==> src/rtl/ptmr_pkg.sv <==
package ptmr_pkg;
    // Source selected for the value driven onto the pad.
    typedef enum logic [1:0] {
        SRC_LATCH = 2'd0,
        SRC_DIV   = 2'd1,
        SRC_LOW   = 2'd2
    } pin_src_e;
endpackage

==> src/rtl/ptmr_counter.sv <==
module ptmr_counter #(
    parameter int CNT_W = 16
) (
    input  logic             clk,
    input  logic             rst_n,
    input  logic             run,
    input  logic             tick,
    input  logic             wr,
    input  logic [CNT_W-1:0] wr_val,
    output logic [CNT_W-1:0] cnt,
    output logic [CNT_W-1:0] pre,
    output logic             ovf
);
    localparam logic [CNT_W-1:0] CNT_MAX = {CNT_W{1'b1}};

    typedef struct packed {
        logic [CNT_W-1:0] cnt;
        logic [CNT_W-1:0] pre;
    } cnt_state_t;

    cnt_state_t st_d, st_q;
    logic       step;

    always_comb begin
        st_d = st_q;
        step = run & tick;
        ovf  = step && (st_q.cnt == CNT_MAX);
        if (wr) begin
            st_d.pre = wr_val;
        end
        if (!run && wr) begin
            st_d.cnt = wr_val;
        end else if (step) begin
            // the reload uses the next preload, so a write in this cycle wins
            st_d.cnt = ovf ? st_d.pre : st_q.cnt + 1'b1;
        end
    end

    always_ff @(posedge clk) begin
        if (!rst_n) begin
            st_q <= '0;
        end else begin
            st_q <= st_d;
        end
    end

    assign cnt = st_q.cnt;
    assign pre = st_q.pre;
endmodule

==> src/rtl/ptmr_toggle.sv <==
module ptmr_toggle (
    input  logic clk,
    input  logic rst_n,
    input  logic ovf,
    output logic div
);
    typedef struct packed {
        logic div;
    } tog_state_t;

    tog_state_t st_d, st_q;

    always_comb begin
        st_d = st_q;
        if (ovf) begin
            st_d.div = ~st_q.div;
        end
    end

    always_ff @(posedge clk) begin
        if (!rst_n) begin
            st_q <= '0;
        end else begin
            st_q <= st_d;
        end
    end

    assign div = st_q.div;
endmodule

==> src/rtl/ptmr_pinmux.sv <==
module ptmr_pinmux
    import ptmr_pkg::*;
(
    input  logic div,
    input  logic div_sel,
    input  logic dir_out,
    input  logic latch,
    input  logic pad,
    output logic pin_out,
    output logic pin_oe,
    output logic rd_val
);
    pin_src_e src;

    always_comb begin
        if (!div_sel) begin
            src = SRC_LATCH;
        end else if (latch) begin
            src = SRC_DIV;
        end else begin
            src = SRC_LOW;
        end
        unique case (src)
            SRC_DIV: pin_out = div;
            SRC_LOW: pin_out = 1'b0;
            default: pin_out = latch;
        endcase
        pin_oe = dir_out;
        rd_val = dir_out ? latch : pad;
    end
endmodule

==> src/rtl/ptmr_freq_out.sv <==
module ptmr_freq_out #(
    parameter int CNT_W = 16
) (
    input  logic             clk,
    input  logic             rst_n,
    input  logic             tmr_run,
    input  logic             tick_en,
    input  logic             pre_wr,
    input  logic [CNT_W-1:0] pre_val,
    input  logic             div_sel,
    input  logic             pin_dir_out,
    input  logic             port_bit,
    input  logic             pad_in,
    output logic             pin_out,
    output logic             pin_oe,
    output logic             rd_val,
    output logic             tmr_ovf
);
    logic [CNT_W-1:0] cnt_q;
    logic [CNT_W-1:0] pre_q;
    logic             div_q;

    ptmr_counter #(.CNT_W(CNT_W)) u_cnt (
        .clk    (clk),
        .rst_n  (rst_n),
        .run    (tmr_run),
        .tick   (tick_en),
        .wr     (pre_wr),
        .wr_val (pre_val),
        .cnt    (cnt_q),
        .pre    (pre_q),
        .ovf    (tmr_ovf)
    );

    ptmr_toggle u_tog (
        .clk   (clk),
        .rst_n (rst_n),
        .ovf   (tmr_ovf),
        .div   (div_q)
    );

    ptmr_pinmux u_mux (
        .div     (div_q),
        .div_sel (div_sel),
        .dir_out (pin_dir_out),
        .latch   (port_bit),
        .pad     (pad_in),
        .pin_out (pin_out),
        .pin_oe  (pin_oe),
        .rd_val  (rd_val)
    );
endmodule

==> config.mk <==
export PLATFORM = sky130hd
export DESIGN_NAME = ptmr_freq_out
export DESIGN_NICKNAME = d
export VERILOG_FILES = /design/src/rtl/ptmr_pkg.sv /design/src/rtl/ptmr_counter.sv /design/src/rtl/ptmr_toggle.sv /design/src/rtl/ptmr_pinmux.sv /design/src/rtl/ptmr_freq_out.sv
export SDC_FILE = /design/constraint.sdc
export NUM_CORES = 1
export LEC_CHECK = 0
export ABC_AREA = 1
export BUFFER_PORTS_ARGS = -buffer_cell sky130_fd_sc_hd__buf_2
export CAP_MARGIN = 15
export CELL_PAD_IN_SITES_DETAIL_PLACEMENT = 1
export CELL_PAD_IN_SITES_GLOBAL_PLACEMENT = 2
export CORE_UTILIZATION = 33
export CTS_CLUSTER_DIAMETER = 60
export DETAILED_ROUTE_END_ITERATION = 7
export GPL_TIMING_DRIVEN = 0
export HOLD_SLACK_MARGIN = 0.08
export PLACE_DENSITY_LB_ADDON = 0.12
export SYNTH_ARGS = -nofsm -noshare
export SYNTH_HDL_FRONTEND = slang
export SYNTH_SLANG_ARGS = --single-unit
==> constraint.sdc <==
create_clock -name clk -period 3 [get_ports clk]
set_input_delay 0.75 -clock clk [delete_from_list [all_inputs] [get_ports clk]]
set_output_delay 0.75 -clock clk [all_outputs]
set_load 0.01 [all_outputs]
### Word level (Yosys, flattened, before mapping)

Cells that the tools add are included.

| operators by class | value |
|---|---|
| add/sub/neg operators | 1 |
| equality and inequality tests | 3 |
| mux-type cells | 8 |
| bitwise gates (word level) | 2 |
| reductions and logical operators | 4 |

Operators by type and width:

| cell | count |
|---|---|
| 16-bit two-way mux | 4 |
| 16-bit by 1-bit adder with 16-bit output, second input constant | 1 |
| 16-bit == test, second input constant | 1 |
| 2-bit two-way mux | 2 |
| 2-bit by 1-bit == test with 1-bit output, second input constant | 1 |
| 2-bit == test, second input constant | 1 |
| 1-bit logical AND | 2 |
| 1-bit case mux with 2 select lines | 1 |
| 2-bit nonzero test | 1 |
| 1-bit AND | 1 |
| 1-bit logical NOT | 1 |
| 1-bit two-way mux | 1 |
| 1-bit inverter | 1 |

| word-level totals | value |
|---|---|
| flip-flop bits (word level) | 33 |
| bits of input ports | 25 |
| output and inout port bits | 4 |

### Longest topological paths before layout

| logic depth | value |
|---|---|
| depth after elaboration | 5 |
| mapped depth | 10 |
| mapped depth without buffers | 10 |

### By module

Synthesis repeated with hierarchy kept, for this count alone.

| unflattened totals | value |
|---|---|
| cells, all modules | 325 |
| area total of the unflattened synthesis | 2,053.2 um^2 |

By module, submodules not included:

| module | instances | cells each | area an instance (um^2) | seq. area each (um^2) |
|---|---|---|---|---|
| ptmr_counter | 1 | 311 | 1,979.4 | 640.6 |
| ptmr_pinmux | 1 | 9 | 38.8 | 0.0 |
| ptmr_toggle | 1 | 5 | 35.0 | 20.0 |

### Worst setup path after synthesis

Ideal clock, no wire load.

| timing path | value |
|---|---|
| path type | input to output |
| from | in tick_en |
| to | out tmr_ovf |
| arrival | 1,402 ps |
| data required time | 2,250 ps |
| setup slack | 848 ps |
| cell stages on the path | 5 |
| buffers on the path | 1 |
| cell sequence | nand3_1 > nor2_4 > nand3_4 > buf_6 > inv_1 |

| between the ends | value |
|---|---|
| longest elaborated chain between the ends | 2 |

Ends and longest elaborated chain:

| what | line | RTL |
|---|---|---|
| start: declaration | ptmr_freq_out.sv:7 | `input logic tick_en,` |
| 1-bit AND | ptmr_counter.sv:26 | `step = run & tick;` |
| 1-bit logical AND | ptmr_counter.sv:27 | `ovf = step && (st_q.cnt == CNT_MAX);` |
| end: declaration | ptmr_freq_out.sv:17 | `output logic tmr_ovf` |

Every way passes these cells.

### Final worst setup path

| timing path | value |
|---|---|
| from | in tmr_run |
| to | out tmr_ovf |

| between the ends | value |
|---|---|
| longest elaborated chain between the ends | 2 |

Ends and longest elaborated chain:

| what | line | RTL |
|---|---|---|
| start: declaration | ptmr_freq_out.sv:6 | `input logic tmr_run,` |
| 1-bit AND | ptmr_counter.sv:26 |  |
| 1-bit logical AND | ptmr_counter.sv:27 |  |

Every way passes these cells.

==> results.ini <==
[pwr]
power.density_mw_per_mm2=453.8
internal-power_mw=0.7895
p_leak_nw=1.107
p_sw_mw=0.2978
p_seq_share_pct=44.3
p_sw_share_pct=27.39
p_comb_share_pct=13.7
max-vdd-ir-drop_uv=249.6
pwr-share-clk_pct=42.0

[sta]
tightest_slew_ns=0.6698
fin_skew_ns=0.009927
slew_viol_final=0
fmaxAchievable_mhz=398.8
finalSetupViolations=0
final-hold-violation-count=0
fin_setup_tns_ns=0
fin_crit_sh_pct=83.58
slew-limit-headroom_pct=55.35
rsz0062_at_grt=no
fin_crit_ns=2.507

[cells_and_area]
instances_no_fill=432
area_growth_pct=17.05
fill_cells=845
final_nets=382
diodes=0
drive_gt1_share_pct=17.37

[synthesis]
synth_cell_types=25
postSynthAreaPerCell_sq_um=6.357
synth_area_sq_mm=0.002047
ys_warn_count=0
synth_cells=322
synth-seq-cells=33
synth_nets=348
ys_seq_area_share_pct=32.27

[floorplanning]
die_h_um=80.76
dieArea_sq_mm=0.006522
core_area_sq_mm=0.005956
die_w_um=80.76
initial_core_util_pct=34.37
ioPinCount=29
row_count=28

[hold_path]
hold_path_class=flip-flop to flip-flop
hold_depth=2
min_from=u_tog.div$_SDFFE_PN0P_
min_to=u_tog.div$_SDFFE_PN0P_

[global_route]
grt_max_degree=12
grt_remaining_overflow=0
grt_antenna_before_repair=0
grt_pass1_vias=2104
gr-usage-all-layers_pct=21.91
grt_pass1_wl_mm=10.52

[drt]
drc=0
finalWirelength_mm=6.378
ant_nets=0
vias=2114
first_pass_iters=4
drtIter0Drc=91
avgRoutedWirePerCell_um=14.76
avgViaCountPerCell=4.894

[clock_tree]
postCtsResizedCells=0
clkTransAtPathRegs_ns=0.07
numClockSinks=33
cts_made_buffers=5
cts_max_path_buffers=2
holdBufCountCts=0
htreeDepth=2
clk_latency_ns=0.29
cts_root_buffer=clkbuf_8
post_cts_buffers=0
cts_tree=built

[worst_setup_path]
cpMostUsedCell=buf_2
crit_path_start_kind=primary input
slowest_delay_ns=0.27
arrival_ns=1.76
worstPathCellList=buf_2 -> nand3_1 -> nor2_4 -> nand3_4 -> buf_6 -> inv_1 -> buf_2
endpoint_kind=output pin
crit_type=primary input to output pin
reg2reg_slack_ns=1.27
required_ns=2.25
r2r_start=u_cnt.cnt[0]$_SDFFE_PN0P_
worstPathMaxFanout=10
r2r_cells=9
slowest_stage=nor2_4
timing.rr.end=u_cnt.cnt[10]$_SDFFE_PN0P_

[place]
dp_hpwl_mm=4.776
gp_congestion=0.7721
dp.cells=424
io_buffers=27

[job]
max_cap_violations=0

[status]
status=finished, final reports clean

==> logic make-up after synthesis <==
family	after synthesis	synth area share [%]
and+or+nand+nor	154	36.25
xor gates and xnor gates	2	0.8559
AOI/OAI and AO/OA	55	14.61
adders and majority gates	1	0.6111
DFF	33	32.27
buffers and inverters	77	15.40
==> how the worst max path moves through the flow <==
stage                     endpoint                 startpoint  cells past startpoint
final                      tmr_ovf                    tmr_run                      7
after global routing       tmr_ovf  u_cnt.cnt[0]$_SDFFE_PN0P_                      7
after CTS                  tmr_ovf  u_cnt.cnt[0]$_SDFFE_PN0P_                      7
after detailed placement   tmr_ovf                    tmr_run                      7
after global placement     tmr_ovf                    tmr_run                      7
after floorplan            tmr_ovf                    tick_en                      5
==> worst max-delay path: cells and delay by family <==
kind                   cells  cell delay, ns
AND/OR/NAND/NOR            3            0.56
buffers and inverters      4            0.45
==> cell usage in the layout, fill, tap and decap left out, types with 2 or more instances in the layout <==
cell type,netlist,routed
clkbuf_1,5,5
nand3_1,45,45
buf_2,6,33
inv_1,60,60
nor2_1,27,27
nor2_4,3,3
nand3_2,4,4
a21oi_1,18,18
buf_6,2,2
o22ai_1,14,14
clkbuf_8,0,6
nor2_2,3,3
dfxtp_1,33,33
xor2_1,2,2
o21ai_0,21,21
nand4_1,5,5
nand2_1,63,63
inv_2,3,3
==> per-stage QoR <==
stage	util, %	setup slack (ns)	hold slack [ns]	cell area [sq um]	total power [mW]
6_report	40.23	0.4926	0.4754	2396	1.087
2_1_floorplan	-	0.8481	0.4440	2047	0.5848
4_1_cts	40.23	0.4658	0.4842	2396	1.096
5_1_grt	40.23	0.3251	0.5077	2396	1.132
3_5_place_dp	38.21	0.4878	0.4729	2276	0.6410
3_3_place_gp	38.21	0.4870	0.4624	2276	0.6364
==> Yosys cell counts, drive strengths merged <==
cell type | count | area share (%)
nand2 | 65 | 12
inv | 63 | 12
nand3 | 50 | 14
nor2 | 34 | 8.5
dfxtp | 33 | 32
o21ai | 21 | 5.1
a21oi | 19 | 4.8
o22ai | 14 | 4.3
buf | 9 | 2.9
clkbuf | 5 | 0.92
nand4 | 5 | 1.5
xor2 | 2 | 0.86
ha | 1 | 0.61
o21a | 1 | 0.37
==> area by class of cell <==
| class | instances | area [sq um] | area share (%) |
|---|---|---|---|
| plain buffers | 14 | 78.83 | 3.290 |
| clock buffers | 6 | 82.58 | 3.446 |
| clock inverters | 2 | 37.54 | 1.567 |
| inverters | 63 | 236.5 | 9.869 |
| multi-input cells | 212 | 1071 | 44.70 |
| flip-flops and latches | 33 | 660.6 | 27.57 |
| well taps | 75 | 93.84 | 3.916 |
| repair buffers | 27 | 135.1 | 5.640 |
==> power groups by stage <==
stage / Combinational [mW] / Clock, mW / Sequential [mW]
3_3_place_gp: 0.145 / 0 / 0.491
5_1_grt: 0.173 / 0.475 / 0.485
2_1_floorplan: 0.0985 / 0 / 0.486
4_1_cts: 0.150 / 0.464 / 0.482
6_report: 0.149 / 0.456 / 0.482
3_5_place_dp: 0.149 / 0 / 0.492
==> sequential cells by signal, indices dropped and copies added (netlist names) <==
signal / cells
u_tog.div: 1
u_cnt.cnt: 16
u_cnt.pre: 16
==> routing by layer <==
layer  routed length (um)  global-route usage (%)  vias to the layer above  share of wire [%]
li1                     -                       -                     1097                  -
met1                 3295                   29.90                      977                 52
met2                 2789                   36.27                       34                 44
met3                  248                   4.045                        6                3.9
met4                   44                   3.750                        0               0.69
met5                    0                       0                        -                  0
Power figures use the tool's default switching activity.
